### config.mk
export PLATFORM = sky130hd
export DESIGN_NAME = irq_prio_core
export DESIGN_NICKNAME = d
export VERILOG_FILES = /design/src/rtl/irq_core_pkg.sv /design/src/rtl/irq_edge_capture.sv /design/src/rtl/irq_ack_path.sv /design/src/rtl/irq_eoi_decode.sv /design/src/rtl/irq_prio_core.sv
export SDC_FILE = /design/constraint.sdc
export NUM_CORES = 1
export LEC_CHECK = 0
export ABC_AREA = 0
export CORE_UTILIZATION = 42
export DETAILED_ROUTE_END_ITERATION = 16
export PLACE_DENSITY = 0.81
export SKIP_CTS_REPAIR_TIMING = 1
export SLEW_MARGIN = 15
export SYNTH_ARGS = -nofsm -noshare
export SYNTH_HDL_FRONTEND = slang
export SYNTH_SLANG_ARGS = --single-unit
export TNS_END_PERCENT = 10
### constraint.sdc
create_clock -name clk -period 2.4 [get_ports clk]
set_input_delay 0.24 -clock clk [delete_from_list [all_inputs] [get_ports clk]]
set_output_delay 0.24 -clock clk [all_outputs]
set_load 0.02 [all_outputs]
### src/rtl/irq_core_pkg.sv
package irq_core_pkg;
    localparam int IRQ_LINES = 8;
    localparam int LINE_W    = $clog2(IRQ_LINES);
    localparam int VEC_W     = 8;

    typedef logic [IRQ_LINES-1:0] line_vec_t;
    typedef logic [LINE_W-1:0]    line_idx_t;

    typedef struct packed {
        logic             valid;
        logic             from_slave;
        logic [VEC_W-1:0] vector;
    } ack_resp_t;

    // index of the highest set bit, 0 when empty
    function automatic line_idx_t top_line(input line_vec_t v);
        line_idx_t r;
        r = '0;
        for (int i = 0; i < IRQ_LINES; i++)
            if (v[i]) r = line_idx_t'(i);
        return r;
    endfunction

    // true when nothing is in service at level l or higher
    function automatic logic free_from(input line_vec_t svc, input line_idx_t l);
        return (svc >> l) == '0;
    endfunction

    function automatic line_vec_t bit_of(input line_idx_t l);
        return line_vec_t'(1) << l;
    endfunction
endpackage

### src/rtl/irq_edge_capture.sv
module irq_edge_capture
    import irq_core_pkg::*;
(
    input  logic      clk,
    input  logic      rst,
    input  line_vec_t pins,
    input  line_vec_t mask,
    output line_vec_t new_req
);
    line_vec_t last_lvl;

    always_ff @(posedge clk) begin
        if (rst) last_lvl <= '0;
        else     last_lvl <= pins;
    end

    assign new_req = pins & ~last_lvl & ~mask;
endmodule

### src/rtl/irq_ack_path.sv
module irq_ack_path
    import irq_core_pkg::*;
(
    input  logic             ack_strobe,
    input  line_vec_t        irr_q,
    input  logic [VEC_W-1:0] vec_base,
    input  logic             auto_eoi,
    input  logic             is_master,
    input  line_vec_t        cascade_map,
    output ack_resp_t        resp,
    output line_vec_t        ack_clr,
    output line_vec_t        svc_set,
    output logic             auto_done
);
    localparam logic [VEC_W-1:0] LOW_MASK = VEC_W'((1 << LINE_W) - 1);

    logic      real_req;
    line_idx_t sel;

    always_comb begin
        real_req  = ack_strobe && (irr_q != '0);
        sel       = top_line(irr_q);
        resp      = '0;
        ack_clr   = '0;
        svc_set   = '0;
        auto_done = 1'b0;
        if (ack_strobe) begin
            resp.valid = 1'b1;
            if (real_req) begin
                resp.vector     = (vec_base & ~LOW_MASK) | VEC_W'(sel);
                resp.from_slave = is_master && cascade_map[sel];
                ack_clr         = bit_of(sel);
                if (auto_eoi) auto_done = 1'b1;
                else          svc_set   = bit_of(sel);
            end else begin
                resp.vector = vec_base | LOW_MASK;
            end
        end
    end
endmodule

### src/rtl/irq_eoi_decode.sv
module irq_eoi_decode
    import irq_core_pkg::*;
(
    input  logic      eoi_strobe,
    input  logic      eoi_specific,
    input  line_idx_t eoi_line,
    input  line_vec_t isr_q,
    output line_vec_t eoi_clr,
    output logic      eoi_done
);
    always_comb begin
        eoi_clr  = '0;
        eoi_done = 1'b0;
        if (eoi_strobe) begin
            if (eoi_specific) begin
                eoi_clr  = bit_of(eoi_line);
                eoi_done = 1'b1;
            end else if (isr_q != '0) begin
                eoi_clr  = bit_of(top_line(isr_q));
                eoi_done = 1'b1;
            end
        end
    end
endmodule

### src/rtl/irq_prio_core.sv
module irq_prio_core
    import irq_core_pkg::*;
(
    input  logic                 clk,
    input  logic                 rst,
    input  logic [IRQ_LINES-1:0] irq_pins,
    input  logic [IRQ_LINES-1:0] mask,
    input  logic [VEC_W-1:0]     vec_base,
    input  logic                 auto_eoi,
    input  logic                 is_master,
    input  logic [IRQ_LINES-1:0] cascade_map,
    input  logic                 eoi_strobe,
    input  logic                 eoi_specific,
    input  logic [LINE_W-1:0]    eoi_line,
    input  logic                 ack_strobe,
    output logic                 irq_out,
    output logic                 vec_valid,
    output logic                 vec_from_slave,
    output logic [VEC_W-1:0]     vec_data,
    output logic [IRQ_LINES-1:0] irr,
    output logic [IRQ_LINES-1:0] isr
);
    line_vec_t irr_q, isr_q, new_req, ack_clr, svc_set, eoi_clr;
    line_vec_t irr_left, isr_left;
    ack_resp_t resp;
    logic      auto_done, eoi_done, edge_ok, reeval_ok, pulse_q;

    irq_edge_capture u_edge (
        .clk(clk), .rst(rst), .pins(irq_pins), .mask(mask), .new_req(new_req)
    );

    irq_ack_path u_ack (
        .ack_strobe(ack_strobe), .irr_q(irr_q), .vec_base(vec_base),
        .auto_eoi(auto_eoi), .is_master(is_master), .cascade_map(cascade_map),
        .resp(resp), .ack_clr(ack_clr), .svc_set(svc_set), .auto_done(auto_done)
    );

    irq_eoi_decode u_eoi (
        .eoi_strobe(eoi_strobe), .eoi_specific(eoi_specific),
        .eoi_line(eoi_line), .isr_q(isr_q),
        .eoi_clr(eoi_clr), .eoi_done(eoi_done)
    );

    always_comb begin
        irr_left = irr_q & ~ack_clr;
        isr_left = isr_q & ~eoi_clr;
        edge_ok  = 1'b0;
        for (int i = 0; i < IRQ_LINES; i++)
            if (new_req[i] && free_from(isr_q, line_idx_t'(i))) edge_ok = 1'b1;
        reeval_ok = (eoi_done || auto_done) && (irr_left != '0)
                    && free_from(isr_left, top_line(irr_left));
    end

    always_ff @(posedge clk) begin
        if (rst) begin
            irr_q   <= '0;
            isr_q   <= '0;
            pulse_q <= 1'b0;
        end else begin
            irr_q   <= irr_left | new_req;
            isr_q   <= isr_left | svc_set;
            pulse_q <= edge_ok || reeval_ok;
        end
    end

    assign irq_out        = pulse_q;
    assign vec_valid      = resp.valid;
    assign vec_from_slave = resp.from_slave;
    assign vec_data       = resp.vector;
    assign irr            = irr_q;
    assign isr            = isr_q;
endmodule

=== Word level (Yosys, flattened, before mapping) ===
Cells that the tools add are included.

* Order comparisons: 1
* Shifts and indexed selects: 4
* Muxes and demuxes: 51
* Bitwise logic cells: 11
* Reductions and logical operators: 26

{| class="wikitable"
|+ Operators by type and width
! kind !! number
|-
| 8-bit zero test || 9
|-
| 8-bit 2-to-1 mux || 9
|-
| 3-bit 2-to-1 mux || 19
|-
| 8-bit AND || 4
|-
| 8-bit NOT || 4
|-
| 8-bit nonzero test || 3
|-
| 1-bit by 3-bit << shifter with 8-bit output (first input constant) || 3
|-
| 1-bit 2-to-1 mux || 19
|-
| 8-bit OR || 2
|-
| 1-bit logical AND || 12
|-
| 10-bit 2-to-1 mux || 1
|-
| 8-bit by 3-bit OR with 8-bit output || 1
|-
| 8-bit by 3-bit >> shifter with 8-bit output || 1
|-
| 3-bit by 4-bit < comparator with 1-bit output (second input constant) || 1
|-
| 2-bit 2-to-1 mux || 2
|-
| 1-bit binary-select mux with 3-bit select || 1
|-
| 1-bit logical OR || 2
|}

* Flip-flop bits (word level): 25
* Output and inout port bits: 27

=== Depth between registers and ports, before layout ===
Gate-level depths: netlist of the first run.

* Depth after elaboration: 23
* Depth in mapped cells: 8
* Mapped depth without buffers: 7

=== Cells and area by module ===
A second synthesis of the first run with hierarchy kept.

* Cells, all modules: 228
* Area, all modules: 1,722.9 um2

{| class="wikitable"
|+ Modules (own cells, without submodules)
! module !! instances !! cells each !! area an instance (um2) !! seq. area each (um2)
|-
| irq_prio_core || 1 || 95 || 769.5 || 340.3
|-
| irq_ack_path || 1 || 63 || 379.1 || 0.0
|-
| irq_edge_capture || 1 || 24 || 290.3 || 160.2
|-
| irq_eoi_decode || 1 || 46 || 284.0 || 0.0
|}

=== Least setup slack after synthesis of the first run ===
Ideal clock, no wire load.

* Kind: register to output
* Start point: register irr_q[2] (netlist: irr[2])
* End point: output port vec_from_slave
* Data arrival time: 1.796 ns
* Data required time: 2.160 ns
* Setup slack: 0.364 ns
* Stages on the path, launching flop included: 8
* Cell sequence: dfxtp_1 -> inv_1 -> a21oi_1 -> o21bai_1 -> a21oi_1 -> mux2i_1 -> a211oi_1 -> o211a_1

* Cells in the longest elaborated chain, start to end: 11

{| class="wikitable"
|+ Ends and longest elaborated chain
! element !! RTL line !! RTL
|-
| from (decl) || irq_prio_core.sv:23 || <nowiki>line_vec_t irr_q, isr_q, new_req, ack_clr, svc_set, eoi_clr;</nowiki>
|-
| from (signal assigned) || irq_prio_core.sv:60 || <nowiki>irr_q <= irr_left | new_req;</nowiki>
|-
| 3-bit 2-to-1 mux (6 in series) || irq_core_pkg.sv:20 || <nowiki>if (v[i]) r = line_idx_t'(i);</nowiki>
|-
| 1-bit binary-select mux with 3-bit select || irq_ack_path.sv:31 || <nowiki>resp.from_slave = is_master && cascade_map[sel];</nowiki>
|-
| 1-bit 2-to-1 mux (not written as such) || irq_ack_path.sv:31 ||
|-
| 1-bit logical AND || irq_ack_path.sv:31 ||
|-
| 1-bit 2-to-1 mux (*) || irq_ack_path.sv:29 || <nowiki>if (real_req) begin</nowiki>
|-
| 10-bit 2-to-1 mux (*) || irq_ack_path.sv:27 || <nowiki>if (ack_strobe) begin</nowiki>
|-
| to (decl) || irq_prio_core.sv:18 || <nowiki>output logic vec_from_slave,</nowiki>
|}

Every way passes the cells marked *; elsewhere a longest branch is shown, timed or not. The select of a mux whose other input is x is not followed.

=== Worst setup path in the final report of the first run ===
Same ends and word-level chain as after synthesis.

==> flow_summary.yaml, run 1 <==
setup_path:
  startpoint_type: "flip-flop"
  timing.rr.start: "irr[6]"
  slowest_stage: "dfxtp_1"
  crit_chain: "inv_1 > a21oi_1 > o21bai_1 > a21oi_2 > buf_4 > mux2i_1 > a211oi_1 > o211a_1 > clkbuf_2"
  cp.required_ns: 2.16
  worst-path-stages: 9
  r2r_setup_slack_ns: 0.26
  cp-endpoint: "vec_from_slave"
  path_buf_inv: 3
  path_max_fanout: 2
  rr_endpoint: "irq_out"
  critPathKind: "flip-flop to output port"
  slowest_delay_ns: 0.37
  ff2ff_path_depth: 8
  endpoint_kind: "output port"
  critical_path.top_delay_family: "compound AO/OA/AOI/OAI gates"
  cp.arrival_ns: 2.00
  startpoint: "irr[2]"
die:
  die_h_um: 62.6
  coreArea_um2: 3420
  die_area_um2: 3910
  ioPinCount: 69
  rows: 21
  start_util: 0.451
  die_x_um: 62.6
drt:
  wl_um: 4860
  ant_nets: 0
  drtIter0Drc: 114
  vias_per_cell: 5.58
  first_pass_iters: 4
  drc: 0
  via_count: 1837
  routedWlPerCell_um: 14.8
timing:
  fin_crit_sh: 0.935
  max_freq_mhz: 446
  hold_violations: 0
  tightest_slew_ns: 0.634
  maxSlewViolCount: 0
  layout_setup_ws_ns: 0.157
  fin_skew_ns: 0.0125
  whs_ns: 0.434
  relSlewSlack: 0.572
  post-route-min-period_ns: 2.24
  finalSetupViolations: 0
synth:
  synthArstFlopShare: 0
  synth_nets: 241
  synthCells: 199
  syn_avg_cell_area_um2: 7.74
  synth_cell_types: 53
  ys_ff_latch: 25
  syn_area_um2: 1540
  synth_edf_count: 0
  synth-main-ff-cell: "dfxtp_1"
  ys_seq_area_frac: 0.325
  yosys_warnings: 0
clock_tree:
  clkLatencyLatePin_ns: 0.33
  clk_path_buf_depth: 2
  htreeDepth: 1
  root_buffer: "clkbuf_4"
  clk_pin_slew_ns: 0.15
  cts_made_buffers: 3
  cts.sink_count: 25
  cts_tree: "built"
flow_run:
  max-cap-violations: 0
cells_and_area:
  drive_gt1_frac: 0.155
  diodes: 0
  area_growth_syn_to_layout_pct: 56.9
  fin_cells: 329
  fin_nets: 326
  post-route-util: 0.707
  nFillCells: 288
pwr:
  finalPower_w: 0.00104
  p_leak_nw: 1.00
  p_per_area_nw_per_um2: 430
  peakVddDrop_mv: 0.386
min_path:
  hold_class: "input pin to flip-flop"
  hold_depth: 3
global_route:
  grt_usage: 0.258
  grt_pass1_vias: 1782
  overflow: 0
  grt_start_max_net_pins: 26
  antenna_found_initial: 0
  grt_pass1_wl_um: 8110
placed_design:
  dp.final_hpwl_um: 3850
  place_congestion: 0.929
  place_ws_ns: -0.0292
  portBuffers: 65
  placedCellCount: 325
outcome:
  status: "finished, final reports clean"
==> worst min path at each step <==
| stage | from | endpoint | slack (ns) |
|---|---|---|---|
| finish | irq_pins[4] | u_edge.last_lvl[4] | 0.43 |
| global route | irq_pins[4] | u_edge.last_lvl[4] | 0.45 |
| CTS | irq_pins[4] | u_edge.last_lvl[4] | 0.45 |
| detailed placement | u_edge.last_lvl[7] | irr[7] | 0.52 |
| global placement | u_edge.last_lvl[7] | irr[7] | 0.51 |
| floorplan | irq_pins[0] | u_edge.last_lvl[0] | 0.37 |
==> cell type report <==
type / count / area, um2 / area share
repair buffers: 90 / 841 / 0.348
clock inverters: 1 / 5.00 / 0.00207
well taps: 46 / 57.6 / 0.0238
flip-flops and latches: 25 / 500 / 0.207
clock buffers: 3 / 22.5 / 0.00932
inverters: 12 / 45.0 / 0.0186
multi-input cells: 152 / 945 / 0.391
==> power by group <==
group	internal, W	leakage (nW)	switching (W)
Clock	0.0000625	0.0177	0.000131
Sequential	0.000436	0.205	0.0000169
Combinational	0.000207	0.781	0.000185
==> tightest hold or removal path, delay by kind of cell <==
kind	cells	cell delay, ns
buffers and inverters	2	0.46
and+or+nand+nor	1	0.04
==> layout by cell type (no fill, tap or decap), drive strengths merged, types with 3 or more instances in the layout <==
cell type / Yosys / routed
a21oi: 23 / 23
a31oi: 5 / 5
and2: 5 / 5
buf: 4 / 25
clkbuf: 6 / 4
clkdlybuf4s50: 0 / 61
dfxtp: 25 / 25
dlymetal6s2s: 0 / 3
inv: 12 / 12
nand2: 17 / 17
nand3: 5 / 5
nor2: 19 / 19
nor2b: 7 / 7
nor3: 6 / 6
o21a: 3 / 3
o21ai: 8 / 8
o21bai: 4 / 4
o311ai: 5 / 5
or2: 4 / 4
or3b: 4 / 4
==> cell families (layout without fill, tap and decap cells) <==
family	after synthesis	after routing	synth area share
adders and majority gates	1	1	0.00650
and+or+nand+nor	83	83	0.292
DFF	25	25	0.325
buffers and inverters	22	106	0.0682
AOI/OAI and AO/OA	66	66	0.296
muxes	2	2	0.0130
==> per-layer routing <==
metal | share of wire | vias up | global-route usage
li1 | - | 900 | -
met1 | 0.44 | 824 | 0.333
met2 | 0.47 | 95 | 0.421
met3 | 0.067 | 18 | 0.0493
met4 | 0.027 | 0 | 0.0988
met5 | 0 | - | 0
==> state kept, by name, summed over array words and instances (netlist names) <==
register / count
isr: 8
u_edge.last_lvl: 8
irr: 8
irq_out: 1
==> metrics by stage <==
step	instance area, um2	TNS [ns]
after CTS	2400	-0.771
final	2420	0
after floorplan	1540	0
after global routing	2420	-0.00438
after detailed placement	2380	-0.0479
after global placement	2380	-0.0171
==> synth_stat cells, types with 2 or more instances <==
cell / n / area share
nand3_1: 5 / 0.016
nor2b_1: 7 / 0.028
buf_6: 2 / 0.015
or2_2: 3 / 0.012
mux2i_1: 2 / 0.013
nand2_1: 17 / 0.041
nand2b_1: 2 / 0.0081
dfxtp_1: 25 / 0.32
o21a_1: 3 / 0.015
o311ai_0: 5 / 0.028
inv_1: 12 / 0.029
nor2_1: 19 / 0.046
or4_1: 2 / 0.0097
or3b_2: 3 / 0.017
buf_4: 2 / 0.0097
o21bai_1: 4 / 0.019
nor4_1: 2 / 0.0081
nor3_1: 6 / 0.019
a31oi_1: 5 / 0.020
clkbuf_1: 6 / 0.015
nand3b_1: 2 / 0.0097
a211oi_1: 2 / 0.0097
o21ai_0: 7 / 0.023
and2_1: 5 / 0.020
a21oi_1: 23 / 0.075
No activity file was read; power rests on OpenSTA's default activity.
==> run 2: changes to the inputs <==
--- a/config.mk
+++ b/config.mk
@@ -7,6 +7,7 @@
 export LEC_CHECK = 0
 export ABC_AREA = 0
 export CORE_UTILIZATION = 42
+export CTS_CLUSTER_SIZE = 25
 export DETAILED_ROUTE_END_ITERATION = 16
 export PLACE_DENSITY = 0.81
 export SKIP_CTS_REPAIR_TIMING = 1
==> constraint.sdc (replaced) <==
create_clock -name clk -period 2.4 [get_ports clk]
set_input_delay 0.24 -clock clk [delete_from_list [all_inputs] [get_ports clk]]
set_output_delay 0.24 -clock clk [all_outputs]
set_load 0.05 [all_outputs]
==> flow_summary.yaml, run 2 (synthesized netlist as in run 1, its figures left out) <==
die:
  die_area_um2: 3910
  die_h_um: 62.6
  ioPinCount: 69
  coreArea_um2: 3420
  rows: 21
  start_util: 0.451
  die_x_um: 62.6
timing:
  fin_crit_sh: 0.945
  max_freq_mhz: 441
  tns_ns: 0
  hold_violations: 0
  tightest_slew_ns: 0.698
  finalSetupViolations: 0
  relSlewSlack: 0.529
  fin_skew_ns: 0.00258
  maxSlewViolCount: 0
  rsz0062_at_grt: "false"
  post-route-min-period_ns: 2.27
drt:
  wl_met2_um: 2160
  first_pass_iters: 4
  via_count: 1758
  top_layer_used: "met4"
  ant_nets: 0
  drtIter0Drc: 95
  met1_length_um: 1940
  wl_um: 4450
  vias_per_cell: 5.53
  routedWlPerCell_um: 14.0
  drc: 0
  wl_met3_um: 299
global_route:
  grt_pass1_wl_um: 7450
  grt_pass1_vias: 1645
  antenna_found_initial: 0
  grt_start_max_net_pins: 26
  grt_usage: 0.234
  overflow: 0
pwr:
  p_switching_w: 0.000376
  clkPwrFrac: 0.169
  p_leak_nw: 0.939
  peakVddDrop_mv: 0.340
  p_seq_frac: 0.431
  intPower_w: 0.000695
  combPwrFrac: 0.400
  swShare: 0.351
  p_per_area_nw_per_um2: 457
clock_tree:
  clk_pin_slew_ns: 0.12
  clk_path_buf_depth: 2
  root_buffer: "clkbuf_4"
  cts_tree: "built"
  cts.sink_count: 25
  htreeDepth: 1
  cts_made_buffers: 3
  clkLatencyLatePin_ns: 0.32
flow_run:
  max-cap-violations: 0
cells_and_area:
  area_growth_syn_to_layout_pct: 52.2
  nFillCells: 292
  multi_input_comb_area_um2: 950
  fin_nets: 315
  mostFrequentLayoutCells: "clkdlybuf4s50_1 (56), a21oi_1 (22), buf_4 (21)"
  final_common_cell: "clkdlybuf4s50_1"
  diodes: 0
  drive_gt1_frac: 0.173
  post-route-util: 0.686
  regArea_um2: 507
setup_path:
  endpoint_kind: "output port"
  startpoint_type: "flip-flop"
  cp.arrival_ns: 2.03
  critPathKind: "flip-flop to output port"
  cp.required_ns: 2.16
  path_max_fanout: 12
min_path:
  hold_class: "input pin to flip-flop"
placed_design:
  portBuffers: 65
  place_congestion: 0.909
  dp.final_hpwl_um: 3490
outcome:
  status: "finished, final reports clean"
-- run 2: changes by cell type in the layout (fill, tap and decap cells not counted) --
cell             change
buf_12               +2
nor3_1               -1
dfxtp_2              +5
dfxtp_1              -5
clkbuf_2             -1
dlymetal6s2s_1       -3
nor3_2               +1
clkdlybuf4s50_1      -5
buf_4                -4
-- run 2: through the flow --
step                area (um2)  total power [W]  std cells  setup WS, ns  hold slack (ns)
finish                    2340          0.00107        318         0.132            0.451
global route              2340          0.00113        318       0.00168            0.460
CTS                       2330          0.00107        318        0.0539            0.447
detailed placement        2300         0.000890        314        0.0152            0.487
global placement          2300         0.000886        314        0.0583            0.486
floorplan                 1540         0.000710        199       -0.0342            0.368
-- run 2: cell type report --
| type | instances | area share |
|---|---|---|
| clock buffers | 3 | 0.00961 |
| multi-input cells | 152 | 0.405 |
| repair buffers | 79 | 0.323 |
| flip-flops and latches | 25 | 0.216 |
| inverters | 12 | 0.0192 |
| well taps | 46 | 0.0245 |
| clock inverters | 1 | 0.00213 |
-- run 2: critical path: stages, from the launching register on --
cell,delay (ns)
dfxtp_1,0.44
or2_2,0.39
nor3_2,0.19
a21oi_1,0.14
buf_4,0.17
a21oi_1,0.15
buf_4,0.22
-- run 2: worst paths after layout --
kind                    start                 end  slack [ns]  cells past startpoint
hold reg to reg        irr[0]              irr[0]        0.52                      2
hold / removal    irq_pins[4]  u_edge.last_lvl[4]        0.45                      3
setup reg to reg       irr[5]             irq_out        0.28                      7
setup / recovery       irr[5]         vec_data[0]        0.13                      6
-- run 2: power by group through the flow --
stage | Combinational (W) | Sequential, W | Clock, W
after floorplan | 0.000204 | 0.000506 | 0
after global placement | 0.000418 | 0.000468 | 0
after detailed placement | 0.000421 | 0.000469 | 0
after CTS | 0.000423 | 0.000459 | 0.000185
after global routing | 0.000456 | 0.000466 | 0.000211
final | 0.000428 | 0.000462 | 0.000181
-- run 2: routing by layer --
metal | vias up | track usage
li1 | 878 | -
met3 | 8 | 0.0529
met2 | 79 | 0.394
met5 | - | 0
met1 | 793 | 0.309
met4 | 0 | 0.0378
